--- src/rtl/synth_rx_pkg.sv ---
package synth_rx_pkg;

    localparam int BYTE_W = 8;

    localparam logic [4:0] DEV_PREFIX = 5'b11000;
    localparam logic [1:0] GEN_MA     = 2'b01;

    typedef enum logic [2:0] {
        BUS_IDLE,
        BUS_ADDR,
        BUS_ADDR_ACK,
        BUS_DATA,
        BUS_DATA_ACK,
        BUS_IGNORE
    } bus_state_t;

    typedef enum logic [2:0] {
        SEQ_FIRST,
        SEQ_DIV_HI,
        SEQ_DIV_LO,
        SEQ_CTRL,
        SEQ_BAND
    } seq_state_t;

endpackage

--- src/rtl/i2c_cond_detect.sv ---
module i2c_cond_detect (
    input  logic clk,
    input  logic rst_n,
    input  logic scl_i,
    input  logic sda_i,
    output logic start_o,
    output logic stop_o,
    output logic scl_rise_o,
    output logic scl_fall_o
);

    logic scl_q;
    logic sda_q;

    // Previous bus levels; idle bus is high on both lines.
    always_ff @(posedge clk or negedge rst_n) begin
        if (!rst_n) begin
            scl_q <= 1'b1;
            sda_q <= 1'b1;
        end else begin
            scl_q <= scl_i;
            sda_q <= sda_i;
        end
    end

    // SDA moving while SCL is held high marks a bus condition.
    always_comb begin
        start_o    = scl_i && scl_q && sda_q && !sda_i;
        stop_o     = scl_i && scl_q && !sda_q && sda_i;
        scl_rise_o = scl_i && !scl_q;
        scl_fall_o = !scl_i && scl_q;
    end

endmodule

--- src/rtl/i2c_wr_fsm.sv ---
module i2c_wr_fsm
    import synth_rx_pkg::*;
#(
    parameter int MA_W   = 2,
    parameter bit GEN_EN = 1'b1
) (
    input  logic              clk,
    input  logic              rst_n,
    input  logic              start_i,
    input  logic              stop_i,
    input  logic              scl_rise_i,
    input  logic              scl_fall_i,
    input  logic              sda_i,
    input  logic [MA_W-1:0]   ma_sel_i,
    output logic              byte_valid_o,
    output logic [BYTE_W-1:0] byte_data_o,
    output logic              sda_oe_o
);

    localparam int PFX_W = BYTE_W - 1 - MA_W;
    localparam int CNT_W = $clog2(BYTE_W + 1);
    localparam logic [CNT_W-1:0] CNT_FULL = CNT_W'(BYTE_W);

    bus_state_t        state_q;
    bus_state_t        state_d;
    logic [BYTE_W-1:0] shreg_q;
    logic [CNT_W-1:0]  cnt_q;
    logic              shifting;
    logic              byte_end;
    logic              own_hit;
    logic              gen_hit;
    logic              addr_hit;

    // Address decode: fixed prefix, module bits, write direction.
    assign own_hit = (shreg_q[BYTE_W-1 -: PFX_W] == DEV_PREFIX[PFX_W-1:0])
                  && (shreg_q[MA_W:1] == ma_sel_i)
                  && !shreg_q[0];

    generate
        if (GEN_EN) begin : g_gen_addr
            assign gen_hit = (shreg_q[BYTE_W-1 -: PFX_W] == DEV_PREFIX[PFX_W-1:0])
                          && (shreg_q[MA_W:1] == GEN_MA[MA_W-1:0])
                          && !shreg_q[0];
        end else begin : g_no_gen_addr
            assign gen_hit = 1'b0;
        end
    endgenerate

    assign addr_hit = own_hit || gen_hit;
    assign shifting = (state_q == BUS_ADDR) || (state_q == BUS_DATA);
    assign byte_end = scl_fall_i && (cnt_q == CNT_FULL);

    // State register.
    always_ff @(posedge clk or negedge rst_n) begin
        if (!rst_n) begin
            state_q <= BUS_IDLE;
        end else begin
            state_q <= state_d;
        end
    end

    // Next-state logic.
    always_comb begin
        state_d = state_q;
        if (stop_i) begin
            state_d = BUS_IDLE;
        end else if (start_i) begin
            state_d = BUS_ADDR;
        end else begin
            unique case (state_q)
                BUS_IDLE:     state_d = BUS_IDLE;
                BUS_ADDR:     if (byte_end) state_d = addr_hit ? BUS_ADDR_ACK : BUS_IGNORE;
                BUS_ADDR_ACK: if (scl_fall_i) state_d = BUS_DATA;
                BUS_DATA:     if (byte_end) state_d = BUS_DATA_ACK;
                BUS_DATA_ACK: if (scl_fall_i) state_d = BUS_DATA;
                BUS_IGNORE:   state_d = BUS_IGNORE;
                default:      state_d = BUS_IDLE;
            endcase
        end
    end

    // Bit shifter and bit counter.
    always_ff @(posedge clk or negedge rst_n) begin
        if (!rst_n) begin
            shreg_q <= '0;
            cnt_q   <= '0;
        end else if (start_i || stop_i) begin
            cnt_q <= '0;
        end else if (shifting && scl_rise_i) begin
            shreg_q <= {shreg_q[BYTE_W-2:0], sda_i};
            cnt_q   <= cnt_q + 1'b1;
        end else if (byte_end) begin
            cnt_q <= '0;
        end
    end

    // Outputs from state.
    always_comb begin
        sda_oe_o     = 1'b0;
        byte_valid_o = 1'b0;
        unique case (state_q)
            BUS_ADDR_ACK: sda_oe_o = 1'b1;
            BUS_DATA_ACK: sda_oe_o = 1'b1;
            BUS_DATA:     byte_valid_o = byte_end && !start_i && !stop_i;
            default:      sda_oe_o = 1'b0;
        endcase
    end

    assign byte_data_o = shreg_q;

endmodule

--- src/rtl/synth_reg_decoder.sv ---
module synth_reg_decoder
    import synth_rx_pkg::*;
#(
    parameter int              DIV_W    = 15,
    parameter int              CTRL_W   = 7,
    parameter int              BS_W     = 4,
    parameter logic [CTRL_W-1:0] CTRL_RST = 7'h49
) (
    input  logic              clk,
    input  logic              rst_n,
    input  logic              seq_clr_i,
    input  logic              byte_valid_i,
    input  logic [BYTE_W-1:0] byte_i,
    output logic [DIV_W-1:0]  div_o,
    output logic [CTRL_W-1:0] ctrl_o,
    output logic [BS_W-1:0]   bs_o
);

    localparam int HI_W = DIV_W - BYTE_W;

    seq_state_t      seq_q;
    seq_state_t      seq_d;
    logic            div_first_q;
    logic            div_first_d;
    logic [HI_W-1:0] div_hi_q;
    logic            ld_hi;
    logic            ld_div;
    logic            ld_ctrl;
    logic            ld_bs;

    // Sequencer state register.
    always_ff @(posedge clk or negedge rst_n) begin
        if (!rst_n) begin
            seq_q       <= SEQ_FIRST;
            div_first_q <= 1'b0;
        end else begin
            seq_q       <= seq_d;
            div_first_q <= div_first_d;
        end
    end

    // Byte classification and pointer advance.
    always_comb begin
        seq_d       = seq_q;
        div_first_d = div_first_q;
        ld_hi       = 1'b0;
        ld_div      = 1'b0;
        ld_ctrl     = 1'b0;
        ld_bs       = 1'b0;
        if (seq_clr_i) begin
            seq_d = SEQ_FIRST;
        end else if (byte_valid_i) begin
            unique case (seq_q)
                SEQ_FIRST: begin
                    if (byte_i[BYTE_W-1]) begin
                        ld_ctrl     = 1'b1;
                        div_first_d = 1'b0;
                        seq_d       = SEQ_BAND;
                    end else begin
                        ld_hi       = 1'b1;
                        div_first_d = 1'b1;
                        seq_d       = SEQ_DIV_LO;
                    end
                end
                SEQ_DIV_HI: begin
                    ld_hi = 1'b1;
                    seq_d = SEQ_DIV_LO;
                end
                SEQ_DIV_LO: begin
                    ld_div = 1'b1;
                    seq_d  = div_first_q ? SEQ_CTRL : SEQ_FIRST;
                end
                SEQ_CTRL: begin
                    ld_ctrl = 1'b1;
                    seq_d   = SEQ_BAND;
                end
                SEQ_BAND: begin
                    ld_bs = 1'b1;
                    seq_d = div_first_q ? SEQ_FIRST : SEQ_DIV_HI;
                end
                default: seq_d = SEQ_FIRST;
            endcase
        end
    end

    // Register bank.
    always_ff @(posedge clk or negedge rst_n) begin
        if (!rst_n) begin
            div_hi_q <= '0;
            div_o    <= '0;
            ctrl_o   <= CTRL_RST;
            bs_o     <= '0;
        end else begin
            if (ld_hi)   div_hi_q <= byte_i[HI_W-1:0];
            if (ld_div)  div_o    <= {div_hi_q, byte_i};
            if (ld_ctrl) ctrl_o   <= byte_i[CTRL_W-1:0];
            if (ld_bs)   bs_o     <= byte_i[BS_W-1:0];
        end
    end

endmodule

--- src/rtl/synth_i2c_rx.sv ---
module synth_i2c_rx
    import synth_rx_pkg::*;
#(
    parameter int                DIV_W    = 15,
    parameter int                CTRL_W   = 7,
    parameter int                BS_W     = 4,
    parameter int                MA_W     = 2,
    parameter bit                GEN_EN   = 1'b1,
    parameter logic [CTRL_W-1:0] CTRL_RST = 7'h49
) (
    input  logic              clk,
    input  logic              rst_n,
    input  logic              scl_i,
    input  logic              sda_i,
    input  logic [MA_W-1:0]   ma_sel_i,
    output logic              sda_oe_o,
    output logic [DIV_W-1:0]  div_o,
    output logic [CTRL_W-1:0] ctrl_o,
    output logic [BS_W-1:0]   bs_o
);

    logic              start_w;
    logic              stop_w;
    logic              rise_w;
    logic              fall_w;
    logic              bvalid_w;
    logic [BYTE_W-1:0] bdata_w;

    i2c_cond_detect u_cond (
        .clk        (clk),
        .rst_n      (rst_n),
        .scl_i      (scl_i),
        .sda_i      (sda_i),
        .start_o    (start_w),
        .stop_o     (stop_w),
        .scl_rise_o (rise_w),
        .scl_fall_o (fall_w)
    );

    i2c_wr_fsm #(
        .MA_W   (MA_W),
        .GEN_EN (GEN_EN)
    ) u_fsm (
        .clk          (clk),
        .rst_n        (rst_n),
        .start_i      (start_w),
        .stop_i       (stop_w),
        .scl_rise_i   (rise_w),
        .scl_fall_i   (fall_w),
        .sda_i        (sda_i),
        .ma_sel_i     (ma_sel_i),
        .byte_valid_o (bvalid_w),
        .byte_data_o  (bdata_w),
        .sda_oe_o     (sda_oe_o)
    );

    synth_reg_decoder #(
        .DIV_W    (DIV_W),
        .CTRL_W   (CTRL_W),
        .BS_W     (BS_W),
        .CTRL_RST (CTRL_RST)
    ) u_dec (
        .clk          (clk),
        .rst_n        (rst_n),
        .seq_clr_i    (start_w || stop_w),
        .byte_valid_i (bvalid_w),
        .byte_i       (bdata_w),
        .div_o        (div_o),
        .ctrl_o       (ctrl_o),
        .bs_o         (bs_o)
    );

endmodule

--- config.mk ---
export PLATFORM = sky130hd
export DESIGN_NAME = synth_i2c_rx
export DESIGN_NICKNAME = d
export VERILOG_FILES = /design/src/rtl/synth_rx_pkg.sv /design/src/rtl/i2c_cond_detect.sv /design/src/rtl/i2c_wr_fsm.sv /design/src/rtl/synth_reg_decoder.sv /design/src/rtl/synth_i2c_rx.sv
export SDC_FILE = /design/constraint.sdc
export NUM_CORES = 1
export LEC_CHECK = 0
export ABC_CLOCK_PERIOD_IN_PS = 4390
export CELL_PAD_IN_SITES_DETAIL_PLACEMENT = 0
export CELL_PAD_IN_SITES_GLOBAL_PLACEMENT = 1
export CORE_AREA = 2 2 87 123
export DETAILED_ROUTE_END_ITERATION = 7
export DIE_AREA = 0 0 89 125
export GPL_TIMING_DRIVEN = 0
export PLACE_DENSITY = 0.47
export SYNTH_ARGS = -nofsm -noshare
export SYNTH_HDL_FRONTEND = slang
export SYNTH_SLANG_ARGS = --single-unit
--- constraint.sdc ---
create_clock -name clk -period 4.39 [get_ports clk]
set_input_delay 1.317 -clock clk [delete_from_list [all_inputs] [get_ports clk]]
set_output_delay 1.317 -clock clk [all_outputs]
set_load 0.01 [all_outputs]
== Word-level counts from Yosys, hierarchy flattened ==
Cells that the tools add are included.

* $add $sub $neg: 1
* Multiplexer cells: 32
* Equal/unequal tests: 16
* Bitwise gates (word level): 1
* Reduce and logical (&&, ||, !) cells: 32

{| class="wikitable"
|+ Operators with widths
! cell !! number
|-
| $mux W3 || 9
|-
| $logic_and A1 B1 Y1 || 15
|-
| $mux W1 || 15
|-
| $pmux W3 S5 || 1
|-
| $eq A3 B2 Y1 const B || 4
|-
| $mux W4 || 3
|-
| $ne A4 B1 Y1 const B || 3
|-
| $pmux W3 S4 || 1
|-
| $eq A3 B3 Y1 const B || 3
|-
| $logic_not A1 Y1 || 7
|-
| $eq A3 B1 Y1 const B || 2
|-
| $reduce_and A3 Y1 || 2
|-
| $eq A5 B5 Y1 const B || 1
|-
| $add A4 B1 Y4 const B || 1
|-
| $eq A4 B4 Y1 const B || 1
|-
| $pmux W1 S2 || 2
|-
| $logic_not A3 Y1 || 1
|-
| $logic_or A1 B1 Y1 || 3
|-
| $reduce_bool A3 Y1 || 1
|-
| $eq A2 B1 Y1 const B || 1
|-
| $eq A2 B2 Y1 || 1
|-
| $mux W2 || 1
|-
| $reduce_and A2 Y1 || 1
|-
| $reduce_bool A2 Y1 || 1
|-
| other kinds (2) || 2
|}

* Output and inout bits: 27
* Register bits after elaboration: 54
* Input port bits: 6

== Logic depth before layout (Yosys ltp) ==
Gate-level depths: netlist of run 1.

* Depth after elaboration: 9
* Gate-level depth with buffers: 9
* Gate-level depth less buffers: 7

== Cells and area by module ==
Synthesis of run 1 repeated with hierarchy kept, for this count alone.

* Cell total of the unflattened synthesis: 178
* Area total of the unflattened synthesis: 2471.1 um2

{| class="wikitable"
|+ Modules (own cells, without submodules)
! module !! sequential area each (um2) !! cells an instance !! times used !! area each (um2)
|-
| synth_reg_decoder || 929.6 || 96 || 1 || 1525.2
|-
| i2c_wr_fsm || 375.4 || 75 || 1 || 852.1
|-
| i2c_cond_detect || 52.6 || 6 || 1 || 87.6
|-
| synth_i2c_rx || 0.0 || 1 || 1 || 6.3
|}

== Worst setup path after synthesis of run 1 ==
Ideal clock, no wire load.

* Path kind: input-to-reg
* Start point: input port scl_i
* End point: register u_dec.div_o[14]
* Library setup time: 0.125 ns
* Cell stages on the path: 7
* Required time: 4.265 ns
* Path slack: 1.291 ns
* Data arrival time: 2.974 ns
* Path through: nand2b_2 -> nor3_4 -> nand3_4 -> or4b_4 -> buf_6 -> buf_12 -> mux2_4

* Longest elaborated chain between the ends: 9
* Elaborated cells between the ends (all ways): 16
* Classes of those cells: 3 x mux; 13 x reduce/logical

{| class="wikitable"
|+ RTL lines
! what !! RTL line !! text
|-
| start: declaration || synth_i2c_rx.sv:13 || <nowiki>input logic scl_i,</nowiki>
|-
| $logic_and A1 B1 Y1 || i2c_cond_detect.sv:28, i2c_cond_detect.sv:29 ||
|-
| $logic_and A1 B1 Y1 (2 in a row) || i2c_cond_detect.sv:28 || <nowiki>start_o = scl_i && scl_q && sda_q && !sda_i;</nowiki>
|-
| $logic_not A1 Y1 || i2c_wr_fsm.sv:104 || <nowiki>BUS_DATA: byte_valid_o = byte_end && !start_i && !stop_i;</nowiki>
|-
| $logic_and A1 B1 Y1 (2 in a row) || i2c_wr_fsm.sv:104 ||
|-
| $mux W1 || i2c_wr_fsm.sv:101 || <nowiki>unique case (state_q)</nowiki>
|-
| $mux W1 || synth_reg_decoder.sv:52 || <nowiki>end else if (byte_valid_i) begin</nowiki>
|-
| $mux W1 * || synth_reg_decoder.sv:50 || <nowiki>if (seq_clr_i) begin</nowiki>
|-
| end signal: assignment || synth_reg_decoder.sv:95 || <nowiki>if (ld_div) div_o <= {div_hi_q, byte_i};</nowiki>
|-
| end: declaration || synth_reg_decoder.sv:14 || <nowiki>output logic [DIV_W-1:0] div_o,</nowiki>
|}

Every way passes the cells marked *; elsewhere a longest branch is shown, timed or not.
A chain may end at the register's enable or synchronous reset.

== Worst setup path after layout of run 1 ==
* Start point: input port scl_i
* End point: register u_dec.bs_o[3]

* Longest elaborated chain between the ends: 9
* Elaborated cells between the ends (all ways): 16
* Classes of those cells: 3 x mux; 13 x reduce/logical

{| class="wikitable"
|+ RTL lines
! what !! RTL line !! text
|-
| $logic_and A1 B1 Y1 || i2c_cond_detect.sv:28, i2c_cond_detect.sv:29 ||
|-
| $logic_and A1 B1 Y1 (2 in a row) || i2c_cond_detect.sv:28 ||
|-
| $logic_not A1 Y1 || i2c_wr_fsm.sv:104 ||
|-
| $logic_and A1 B1 Y1 (2 in a row) || i2c_wr_fsm.sv:104 ||
|-
| $mux W1 || i2c_wr_fsm.sv:101 ||
|-
| $mux W1 || synth_reg_decoder.sv:52 ||
|-
| $mux W1 * || synth_reg_decoder.sv:50 ||
|-
| end signal: assignment || synth_reg_decoder.sv:97 || <nowiki>if (ld_bs) bs_o <= byte_i[BS_W-1:0];</nowiki>
|-
| end: declaration || synth_reg_decoder.sv:16 || <nowiki>output logic [BS_W-1:0] bs_o</nowiki>
|}

Marked as above.

==> results of run 1 <==
==> area by class of cell <==
| cell class | count | area, um^2 | area share (%) |
|---|---|---|---|
| Sequential cell | 54 | 1360 | 43.3 |
| Multi-Input combinational cell | 114 | 1020 | 32.4 |
| Timing Repair Buffer | 33 | 335 | 10.7 |
| Tap cell | 138 | 173 | 5.51 |
| Clock buffer | 5 | 125 | 4.00 |
| Buffer | 8 | 55.1 | 1.76 |
| Clock inverter | 3 | 47.5 | 1.52 |
| Inverter | 6 | 22.5 | 0.719 |
==> logic make-up (layout without fill, tap and decap cells) <==
family | after synthesis | after routing | share of synthesized area (%)
buffers and inverters | 14 | 55 | 3.16
muxes | 42 | 42 | 20.8
and+or+nand+nor | 39 | 39 | 10.9
DFF | 54 | 54 | 55.4
adders and majority gates | 2 | 2 | 1.02
xor gates and xnor gates | 2 | 2 | 0.715
AOI/OAI and AO/OA | 29 | 29 | 8.07
==> per-layer routing <==
layer / routed length [um] / track usage (%) / vias up
li1: - / - / 733
met1: 2180 / 12.8 / 748
met2: 2670 / 16.8 / 26
met3: 139 / 2.05 / 9
met4: 120 / 4.39 / 0
met5: 0 / 0 / -
==> through the flow <==
stage               area, um^2  setup WS (ps)  total power, mW
floorplan                 2450           1290            0.788
global route              3130            625             1.42
detailed placement        2960            540            0.890
global placement          2940            122            0.890
finish                    3130            834             1.33
CTS                       3130            817             1.37
==> Yosys cell counts, types with 3 or more instances <==
master    number  share of area, %
a21oi_1        6               1.2
clkbuf_1       5              0.77
dfrtp_1       49                50
dfstp_2        5               5.4
inv_1          6              0.92
mux2_2        31                14
mux2_4        10               6.1
nand2_1        5              0.77
nand2b_1       3              0.77
nand3_1        3              0.61
nor2_1         4              0.61
nor2b_1        6               1.5
nor3b_1        3              0.92
o21ai_0        7               1.4
==> critical path, delay by kind of cell <==
kind / cells / cell delay (ps)
multiplexers: 1 / 410
buffers and inverters: 1 / 500
AND/OR/NAND/NOR: 4 / 1500
==> power groups by stage <==
| stage | clock network [mW] | logic [mW] | registers, mW |
|---|---|---|---|
| 6_report | 0.463 | 0.212 | 0.657 |
| 5_1_grt | 0.502 | 0.244 | 0.674 |
| 4_1_cts | 0.484 | 0.217 | 0.664 |
| 3_5_place_dp | 0 | 0.216 | 0.674 |
| 3_3_place_gp | 0 | 0.216 | 0.674 |
| 2_1_floorplan | 0 | 0.164 | 0.625 |
==> state kept, by name, indices dropped and copies added (netlist names) <==
name / count
u_dec.seq_q: 3
u_dec.div_o: 15
u_fsm.byte_data_o: 8
u_fsm.state_q: 3
u_dec.div_hi_q: 7
u_fsm.cnt_q: 4
u_cond.sda_q: 1
u_dec.div_first_q: 1
u_dec.ctrl_o: 7
u_dec.bs_o: 4
u_cond.scl_q: 1
==> worst max-delay path by stage <==
stage,depth (start not counted),endpoint,from
2_1_floorplan,7,u_dec.div_o[14]$_DFFE_PN0P_,scl_i
3_3_place_gp,1,u_dec.ctrl_o[4]$_DFFE_PN0P_,rst_n
3_5_place_dp,6,u_dec.bs_o[0]$_DFFE_PN0P_,scl_i
4_1_cts,6,u_dec.bs_o[3]$_DFFE_PN0P_,scl_i
5_1_grt,6,u_dec.bs_o[3]$_DFFE_PN0P_,scl_i
6_report,6,u_dec.bs_o[3]$_DFFE_PN0P_,scl_i
==> cell usage in the layout, fill, tap and decap left out, drive strengths merged, types with 4 or more instances in the layout <==
cell,instances
a21oi,6
buf,5
clkbuf,10
clkdlybuf4s50,31
dfrtp,49
dfstp,5
inv,7
mux2,41
nand2,5
nand2b,4
nand3,4
nor2,4
nor2b,6
nor3,4
o21ai,7
==> out/results.md, run 1 <==
| Step | Metric | Value |
|:---|:---|:---|
| grt | Number of antenna violations at the first check in global routing | 0 |
| sta | Final hold slack | 502 ps |
| layout | Fraction of final layout cells sized beyond drive strength 1 | 30.0% |
| floorplanning | X dimension of the die | 89 um |
| yosys | Synth cell types | 46 |
| power and ir drop | Internal Power | 0.941 mW |
| floorplanning | Area of the die | 11100 um^2 |
| worst hold path | Worst hold path class | reg2reg |
| floorplanning | Initial standard-cell utilization of the core | 24.2% |
| drt | Residual DRC count | 0 |
| yosys | Seq/Total Area, Yosys | 55.4% |
| placement | Placed Cells incl. Taps | 353 |
| sta | Headroom to the max-slew limit | 39.4% |
| drt | Total Routed Length | 5110 um |
| drt | Average wire per standard cell | 14.2 um |
| sta | Time the worst path needs with I/O delays and setup | 3560 ps |
| layout | Final Core Density | 30.9% |
| cts | Count of instances resized after the clock tree is built | 0 |
| layout | Filler-free cell count of the finished design | 361 |
| power and ir drop | Cell leakage power | 1.37 nW |
| yosys | Post-synthesis average cell area | 13.5 um^2 |
| power and ir drop | Largest vdd supply drop | 0.162 mV |
| placement | Half-perimeter wire length after placement | 3640 um |
| critical path | Class of the most critical setup path | in2reg |
| yosys | EDFF count, synth | 0 |
| power and ir drop | Net Sw Power | 0.391 mW |
| outcome | Result of the run | completed |
| sta | Setup repair after global routing missed its margin | no |
| critical path | Slowest CP cell | nor4b_1 |
| power and ir drop | Proportion of total power due to net switching | 29.4% |
| power and ir drop | Portion of total power attributed to sequential cells | 49.3% |
| critical path | Endpoint of the worst-slack reg-to-reg timing path | u_dec.bs_o[3]$_DFFE_PN0P_ |
| floorplanning | Number of primary I/O pins | 33 |
| grt | Leftover overflow at the end of global routing | 0 |
| layout | N_diodes | 0 |
| worst hold path | Hold path startpoint | u_dec.div_hi_q[3]$_DFFE_PN0P_ |
| floorplanning | Die Ht | 125 um |
| critical path | Depth of the worst register-to-register path | 5 |
| sta | Final Hold Viols | 0 |
| cts | Clock Sinks | 54 |
| critical path | Critical Path RT | 4570 ps |
| sta | Final critical-path share of the clock period | 81.0% |
| sta | Pin slew with the least headroom to its limit | 896 ps |
| critical path | Worst EP arrival | 3740 ps |
| cts | Master cell of the clock root buffer | clkbuf_16 |
| yosys | Net count of the mapped netlist | 190 |
| grt | First-pass GRT wire length | 8670 um |
| critical path | Startpoint class of the critical path | primary input |
| drt | Vias after detailed routing | 1516 |
| critical path | List of cells traversed by the critical path | clkdlybuf4s50_1 > nand2b_2 > nor3_4 > nand3_4 > nor4b_1 > mux2_2 |
| yosys | Syn Inst Count | 182 |
| sta | Achievable clock frequency | 0.281 GHz |
| worst hold path | Hold-critical path depth | 1 |
| power and ir drop | Clk network pwr share | 34.8% |
| drt | Router iterations before antenna repair | 4 |
| placement | Port Buffer Count | 32 |
| floorplanning | Core Area | 10100 um^2 |
| yosys | Predominant post-synthesis flop cell | dfrtp_1 |
| yosys | Synth async-reset ratio | 100% |
| power and ir drop | Comb pwr share | 15.9% |
| sta | Setup_tns | 0 ps |
| yosys | Ys Warns | 0 |
| critical path | Crit path max fanout | 10 |
| critical path | Type of element capturing the critical path | register |
| drt | Number of design-rule violations left by the first detailed-router iteration | 42 |
| cts | Post-cts hold buffer count | 0 |
| layout | Final layout net count | 230 |
| sta | Fin Clk Skew | 4.06 ps |
| sta | Count of final setup violators | 0 |
| grt | Via count of the first global-routing pass | 1600 |
| layout | Area growth from synthesis to layout | 27.8% |
| cts | CTS H-tree lvls | 2 |
| critical path | Highest cell delay on the worst timing path | 780 ps |
| worst hold path | Endpoint of the worst hold path | u_dec.div_o[11]$_DFFE_PN0P_ |
| cts | Clock network latency to the later pin of the worst-skew pair | 300 ps |
| cts | Clock buffer count from CTS | 5 |
| critical path | Worst setup slack for register-to-register paths | 1950 ps |
| sta | Count of pins over their slew limit | 0 |
| cts | TritonCTS clock tree | built |
| layout | Count of filler cells inserted in the layout | 1074 |
| floorplanning | Number of rows created at floorplan | 44 |
| yosys | Flip-flop and latch count after synthesis | 54 |
| power and ir drop | Power per unit of standard cell area | 425 nW/um^2 |
| cts | Deepest clock path buffer count | 2 |
| placement | Routability-driven placement congestion ratio | 0.755 |
| cts | Register clock-pin slew on the reported worst setup and hold paths | 70 ps |
| drt | Number of vias per cell after detailed routing | 4.20 |
| drt | Number of nets still failing antenna checks after routing | 0 |
| critical path | Startpoint of the worst-slack reg-to-reg timing path | u_cond.scl_q$_DFF_PN1_ |
| flow run | Max Cap Violations | 0 |
| yosys | Cell area after technology mapping | 2450 um^2 |
| grt | Total routing resource utilization after global routing | 10.2% |
| cts | Number of buffers inserted to repair setup after CTS | 0 |
| grt | Maximum number of pins on one net before global-route repair | 34 |
No activity file was read; power rests on OpenSTA's default activity.
==> inputs of run 2 (changes only) <==
ABC_CLOCK_PERIOD_IN_PS = 3000   (was 4390)
PLACE_DENSITY = 0.48   (was 0.47)
clock period = 3 ns   (was 4.39 ns; I/O delays follow)
==> run 2 against run 1 <==
Non-clock buffer count is 1 higher. Critical path depth decreased by 2. Clock-buffer cell count up 2. Register-to-register slack worse by 1300 ps. Largest power group unchanged. Final area grew 0.68%. Highest routed layer unchanged. Largest cell class unchanged.
==> out/results.md, run 2 (synthesized netlist as in run 1, its figures left out) <==
| Step | Metric | Value | vs previous |
|:---|:---|:---|:---|
| cts | Master cell of the clock root buffer | clkbuf_16 |  |
| cts | Post-cts hold buffer count | 0 | unchanged |
| floorplanning | Number of primary I/O pins | 33 | unchanged |
| floorplanning | Die Ht | 125 um | unchanged |
| layout | Count of filler cells inserted in the layout | 1062 | -1.1% |
| cts | Clock network latency to the later pin of the worst-skew pair | 290 ps | about the same |
| grt | Global routing usage on met3 | 2.05% | unchanged |
| critical path | Class of the most critical setup path | reg2out |  |
| cts | Deepest clock path buffer count | 2 | unchanged |
| placement | Routability-driven placement congestion ratio | 0.783 | +3.8% |
| power and ir drop | Cell leakage power | 1.39 nW | +1.5% |
| layout | N_diodes | 0 | unchanged |
| layout | Number of flip-flops in the largest register | 15 | unchanged |
| critical path | Depth of the worst register-to-register path | 9 | +4 |
| worst hold path | Hold path startpoint | u_dec.div_o[13]$_DFFE_PN0P_ |  |
| layout | Commonest cells after routing, fill and taps aside | dfrtp_1 (49), mux2_2 (31), clkdlybuf4s50_1 (30), mux2_4 (10), o21ai_0 (7) |  |
| critical path | Startpoint of the most critical setup path | u_fsm.state_q[1]$_DFFE_PN0P_ |  |
| floorplanning | Number of rows created at floorplan | 44 | unchanged |
| drt | Number of design-rule violations left by the first detailed-router iteration | 78 | +86% |
| layout | Most common cell after layout, fill and taps aside | dfrtp_1 |  |
| grt | Maximum number of pins on one net before global-route repair | 34 | unchanged |
| critical path | Crit path max fanout | 8 | -2 |
| grt | Total routing resource utilization after global routing | 10.5% | +0.25 points |
| drt | Vias after detailed routing | 1549 | +2.2% |
| critical path | Critical Path RT | 2100 ps | -2470 ps |
| floorplanning | X dimension of the die | 89 um | unchanged |
| sta | Final Hold Viols | 0 | unchanged |
| drt | Number of nets still failing antenna checks after routing | 0 | unchanged |
| critical path | Startpoint class of the critical path | register |  |
| cts | Clock Sinks | 54 | unchanged |
| placement | Port Buffer Count | 32 | unchanged |
| floorplanning | Area of the die | 11100 um^2 | unchanged |
| power and ir drop | Power per unit of standard cell area | 622 nW/um^2 | +46% |
| sta | Fin Clk Skew | 3.71 ps | -0.355 ps |
| drt | Total Routed Length | 5310 um | +3.9% |
| floorplanning | Initial standard-cell utilization of the core | 24.2% | unchanged |
| placement | Half-perimeter wire length after placement | 3720 um | +2.1% |
| layout | Final Core Density | 31.1% | +0.21 points |
| grt | Via count of the first global-routing pass | 1553 | -2.9% |
| drt | Router iterations before antenna repair | 4 | unchanged |
| critical path | Startpoint of the worst-slack reg-to-reg timing path | u_fsm.cnt_q[0]$_DFFE_PN0P_ |  |
| cts | Register clock-pin slew on the reported worst setup and hold paths | 70 ps | about the same |
| layout | Register with the highest flop count | u_dec.div_o |  |
| sta | Headroom to the max-slew limit | 48.7% | +9.3 points |
| cts | Clock buffer count from CTS | 5 | unchanged |
| layout | Fraction of final layout cells sized beyond drive strength 1 | 30.4% | +0.31 points |
| drt | Number of vias per cell after detailed routing | 4.28 | +1.9% |
| sta | Achievable clock frequency | 0.364 GHz |  |
| power and ir drop | Largest vdd supply drop | 0.225 mV | +39% |
| outcome | Result of the run | completed |  |
| critical path | Worst EP arrival | 1850 ps | -1890 ps |
| sta | Time the worst path needs with I/O delays and setup | 2750 ps |  |
| worst hold path | Hold-critical path depth | 1 | unchanged |
| grt | Number of antenna violations at the first check in global routing | 0 | unchanged |
| grt | First-pass GRT wire length | 8740 um | +0.80% |
| drt | Average wire per standard cell | 14.7 um | +3.6% |
| drt | Residual DRC count | 0 | unchanged |
| critical path | Type of element capturing the critical path | primary output |  |
| layout | Final layout net count | 231 | +0.43% |
| cts | CTS H-tree lvls | 2 | unchanged |
| sta | Count of final setup violators | 0 | unchanged |
| sta | Setup repair after global routing missed its margin | no |  |
| floorplanning | Core Area | 10100 um^2 | unchanged |
| flow run | Max Cap Violations | 0 | unchanged |
| worst hold path | Worst hold path class | reg2reg |  |
| grt | Met2 routing resource usage after global routing | 16.9% | +0.088 points |
| layout | Area growth from synthesis to layout | 28.6% |  |
| sta | Count of pins over their slew limit | 0 | unchanged |
| sta | Final critical-path share of the clock period | 91.6% |  |
| grt | GR met1 Demand/Resource | 13.5% | +0.65 points |
| cts | TritonCTS clock tree | built |  |
| sta | Pin slew with the least headroom to its limit | 768 ps | -128 ps |
| grt | Gr busiest metal | met2 |  |
| sta | Final hold slack | 505 ps | +3.35 ps |
| grt | Leftover overflow at the end of global routing | 0 | unchanged |
[run 2: metrics by stage]
step	area, um^2	instances	total power [mW]	setup WS [ps]	TNS [ps]
finish	3150	362	1.96	252	0
global route	3150	362	2.07	143	0
CTS	3150	362	2.00	53.1	0
detailed placement	2960	353	1.31	-478	-12250
global placement	2940	352	1.30	-846	-55170
floorplan	2450	182	1.15	318	0
[run 2: path summary, 6_finish.rpt]
kind	to	slack, ps
hold / removal	u_dec.div_o[13]$_DFFE_PN0P_	500
hold reg to reg	u_dec.div_o[13]$_DFFE_PN0P_	500
setup / recovery	sda_oe_o	250
min in group asynchronous	u_dec.seq_q[0]$_DFFE_PN0P_	600
setup reg to reg	u_dec.div_o[1]$_DFFE_PN0P_	610
max in group asynchronous	u_dec.ctrl_o[3]$_DFFE_PN1P_	1760
[run 2: routing by layer]
metal | vias to the layer above | routed length [um]
met1 | 771 | 2310
met4 | 0 | 115
met2 | 29 | 2770
li1 | 742 | -
met3 | 7 | 123
met5 | - | 0
[run 2: final cells by class]
cell class / count / area, um^2 / area share, %
buffer: 8 / 55.1 / 1.75
clock inverter: 1 / 30.0 / 0.952
tap: 138 / 173 / 5.48
multi-input combinational: 114 / 1030 / 32.6
clock buffer: 7 / 143 / 4.52
inverter: 6 / 22.5 / 0.714
timing repair buffer: 34 / 345 / 11.0
sequential: 54 / 1360 / 43.1
[run 2: worst max-delay path, cell delays in order (launching register included)]
cell and delay [ps]:
dfrtp_1 350, buf_2 170, nand2b_1 190, a21oi_1 250, clkdlybuf4s50_1 590
[run 2: where the power goes]
| part | internal (mW) | leakage (nW) | switching, mW | total [mW] |
|---|---|---|---|---|
| Combinational | 0.165 | 0.593 | 0.149 | 0.314 |
| Sequential | 0.814 | 0.711 | 0.154 | 0.967 |
| Clock | 0.418 | 0.0841 | 0.262 | 0.680 |
| Total | 1.40 | 1.39 | 0.565 | 1.96 |
[run 2: repair_timing]
item	CTS	global route
endpoints found under the setup margin	25	14
pin swaps	1	0
gates resized for setup	2	1
setup buffers	1	0
==> inputs of run 3 (changes only) <==
ABC_CLOCK_PERIOD_IN_PS = default   (was 3000)
GPL_TIMING_DRIVEN = 1   (was 0)
SKIP_CTS_REPAIR_TIMING = 1   (was default)
==> run 3 against run 2 <==
Non-clock buffer count is 3 higher. Maximum frequency is 0.19% lower. Register-to-register slack better by 190 ps. Setup slack worse by 5.3 ps. Largest cell class unchanged. Critical path type unchanged.
==> out/results.md, run 3 (synthesized netlist as in run 1, its figures left out) <==
| Step | Metric | Value | vs previous |
|:---|:---|:---|:---|
| outcome | Result of the run | completed |  |
| sta | Pin slew with the least headroom to its limit | 394 ps | -374 ps |
| critical path | Slowest CP cell | clkdlybuf4s50_1 |  |
| floorplanning | Number of primary I/O pins | 33 | unchanged |
| sta | Count of final setup violators | 0 | unchanged |
| sta | Time the worst path needs with I/O delays and setup | 2750 ps | +5.27 ps |
| sta | Final critical-path share of the clock period | 91.8% | +0.18 points |
| drt | Number of nets still failing antenna checks after routing | 0 | unchanged |
| critical path | Startpoint class of the critical path | register |  |
| drt | Number of vias per cell after detailed routing | 4.28 | about the same |
| placement | Placed Cells incl. Taps | 357 | +1.1% |
| cts | Register clock-pin slew on the reported worst setup and hold paths | 80 ps | about the same |
| critical path | Crit path max fanout | 8 | unchanged |
| layout | Commonest cells after routing, fill and taps aside | dfrtp_1 (49), mux2_2 (31), clkdlybuf4s50_1 (31), buf_4 (12), mux2_4 (10) |  |
| cts | Clock buffer count from CTS | 5 | unchanged |
| cts | Clock network latency to the later pin of the worst-skew pair | 290 ps | about the same |
| cts | Clock Sinks | 54 | unchanged |
| sta | Fin Clk Skew | 3.92 ps | +0.211 ps |
| critical path | Crit-path leading delay family | buffers and inverters |  |
| drt | Vias after detailed routing | 1563 | +0.90% |
| grt | Via count of the first global-routing pass | 1616 | +4.1% |
| sta | Headroom to the max-slew limit | 73.7% | +25 points |
| placement | Routability-driven placement congestion ratio | 0.681 | -13% |
| drt | Router iterations before antenna repair | 4 | unchanged |
| drt | Average wire per standard cell | 14.4 um | -2.0% |
| layout | Most common cell after layout, fill and taps aside | dfrtp_1 |  |
| critical path | Critical Path RT | 2100 ps | about the same |
| drt | Residual DRC count | 0 | unchanged |
| layout | Final layout net count | 234 | +1.3% |
| floorplanning | Die Ht | 125 um | unchanged |
| placement | Half-perimeter wire length after placement | 3760 um | +1.3% |
| critical path | Worst setup slack for register-to-register paths | 800 ps | +190 ps |
| layout | Filler-free cell count of the finished design | 365 | +0.83% |
| cts | TritonCTS clock tree | built |  |
| grt | First-pass GRT wire length | 8690 um | -0.47% |
| grt | Total routing resource utilization after global routing | 10.2% | -0.23 points |
| worst hold path | Worst hold path class | reg2reg |  |
| floorplanning | Area of the die | 11100 um^2 | unchanged |
| critical path | Highest cell delay on the worst timing path | 590 ps | about the same |
| critical path | Crit path buf inv count | 1 | -1 |
| cts | CTS H-tree lvls | 2 | unchanged |
| layout | Area growth from synthesis to layout | 29.2% |  |
| critical path | Type of element capturing the critical path | primary output |  |
| power and ir drop | Power per unit of standard cell area | 627 nW/um^2 | +0.77% |
| sta | Final Hold Viols | 0 | unchanged |
| cts | Master cell of the clock root buffer | clkbuf_16 |  |
| sta | Setup_tns | 0 ps | unchanged |
| layout | Number of flip-flops in the largest register | 15 | unchanged |
| sta | Setup repair after global routing missed its margin | no |  |
| sta | Count of pins over their slew limit | 0 | unchanged |
| layout | Register with the highest flop count | u_dec.div_o |  |
| floorplanning | Initial standard-cell utilization of the core | 24.2% | unchanged |
| cts | Deepest clock path buffer count | 2 | unchanged |
| drt | Total Routed Length | 5250 um | -1.2% |
| power and ir drop | Pwr Total | 1.98 mW | +1.2% |
| power and ir drop | Largest vdd supply drop | 0.355 mV | +58% |
| flow run | Max Cap Violations | 0 | unchanged |
| floorplanning | Number of rows created at floorplan | 44 | unchanged |
| layout | Count of filler cells inserted in the layout | 1065 | +0.28% |
| layout | Fraction of final layout cells sized beyond drive strength 1 | 33.5% | +3.1 points |
| floorplanning | X dimension of the die | 89 um | unchanged |
| grt | Maximum number of pins on one net before global-route repair | 24 | -29% |
| critical path | List of cells traversed by the critical path | nand2b_1 > a21oi_1 > clkdlybuf4s50_1 |  |
| drt | Number of design-rule violations left by the first detailed-router iteration | 73 | -6.4% |
| floorplanning | Core Area | 10100 um^2 | unchanged |
| grt | Leftover overflow at the end of global routing | 0 | unchanged |
| grt | Number of antenna violations at the first check in global routing | 0 | unchanged |
| sta | Achievable clock frequency | 0.363 GHz | -0.19% |
| critical path | Worst EP arrival | 1850 ps | about the same |
| critical path | Class of the most critical setup path | reg2out |  |
| power and ir drop | Cell leakage power | 1.40 nW | +0.57% |
| placement | Port Buffer Count | 32 | unchanged |
| layout | N_diodes | 0 | unchanged |
[run 3: cell type report]
class | instances | area, um^2 | share of cell area, %
Multi-Input combinational cell | 114 | 1020 | 32.1
Tap cell | 138 | 173 | 5.45
Inverter | 6 | 22.5 | 0.711
Clock inverter | 3 | 47.5 | 1.50
Clock buffer | 5 | 125 | 3.95
Timing Repair Buffer | 45 | 425 | 13.4
Sequential cell | 54 | 1360 | 42.9
[run 3: power breakdown]
group,switching [mW],internal (mW),total (mW)
clock,0.287,0.401,0.688
combinational,0.149,0.175,0.324
sequential,0.160,0.813,0.973
[run 3: through the flow]
stage               instance area (um^2)  worst slack [ps]  hold WS, ps  util, %
finish                              3170               247          505     31.3
global route                        3170               122          526     31.3
floorplan                           2450               318          475        -
global placement                    2990             -34.4          484     29.6
detailed placement                  2990             -47.0          487     29.6
CTS                                 3170               234          505     31.3
[run 3: worst paths after layout]
check	start	end	depth (start not counted)
worst max-delay path	u_fsm.state_q[1]$_DFFE_PN0P_	sda_oe_o	3
worst min-delay path	u_dec.div_hi_q[0]$_DFFE_PN0P_	u_dec.div_o[8]$_DFFE_PN0P_	1
worst max register to register	u_fsm.cnt_q[0]$_DFFE_PN0P_	u_dec.div_o[4]$_DFFE_PN0P_	7
worst min register to register	u_dec.div_hi_q[0]$_DFFE_PN0P_	u_dec.div_o[8]$_DFFE_PN0P_	1
max in group asynchronous	rst_n	u_dec.ctrl_o[6]$_DFFE_PN1P_	2
min in group asynchronous	rst_n	u_dec.seq_q[1]$_DFFE_PN0P_	1
[run 3: metal layers]
layer / track usage (%) / part of all wire [%] / wire length (um) / vias up
met5: 0 / 0 / 0 / -
li1: - / - / - / 745
met3: 1.98 / 1.5 / 79 / 6
met2: 16.9 / 52 / 2740 / 22
met1: 13.1 / 45 / 2350 / 790
met4: 3.69 / 1.6 / 83 / 0
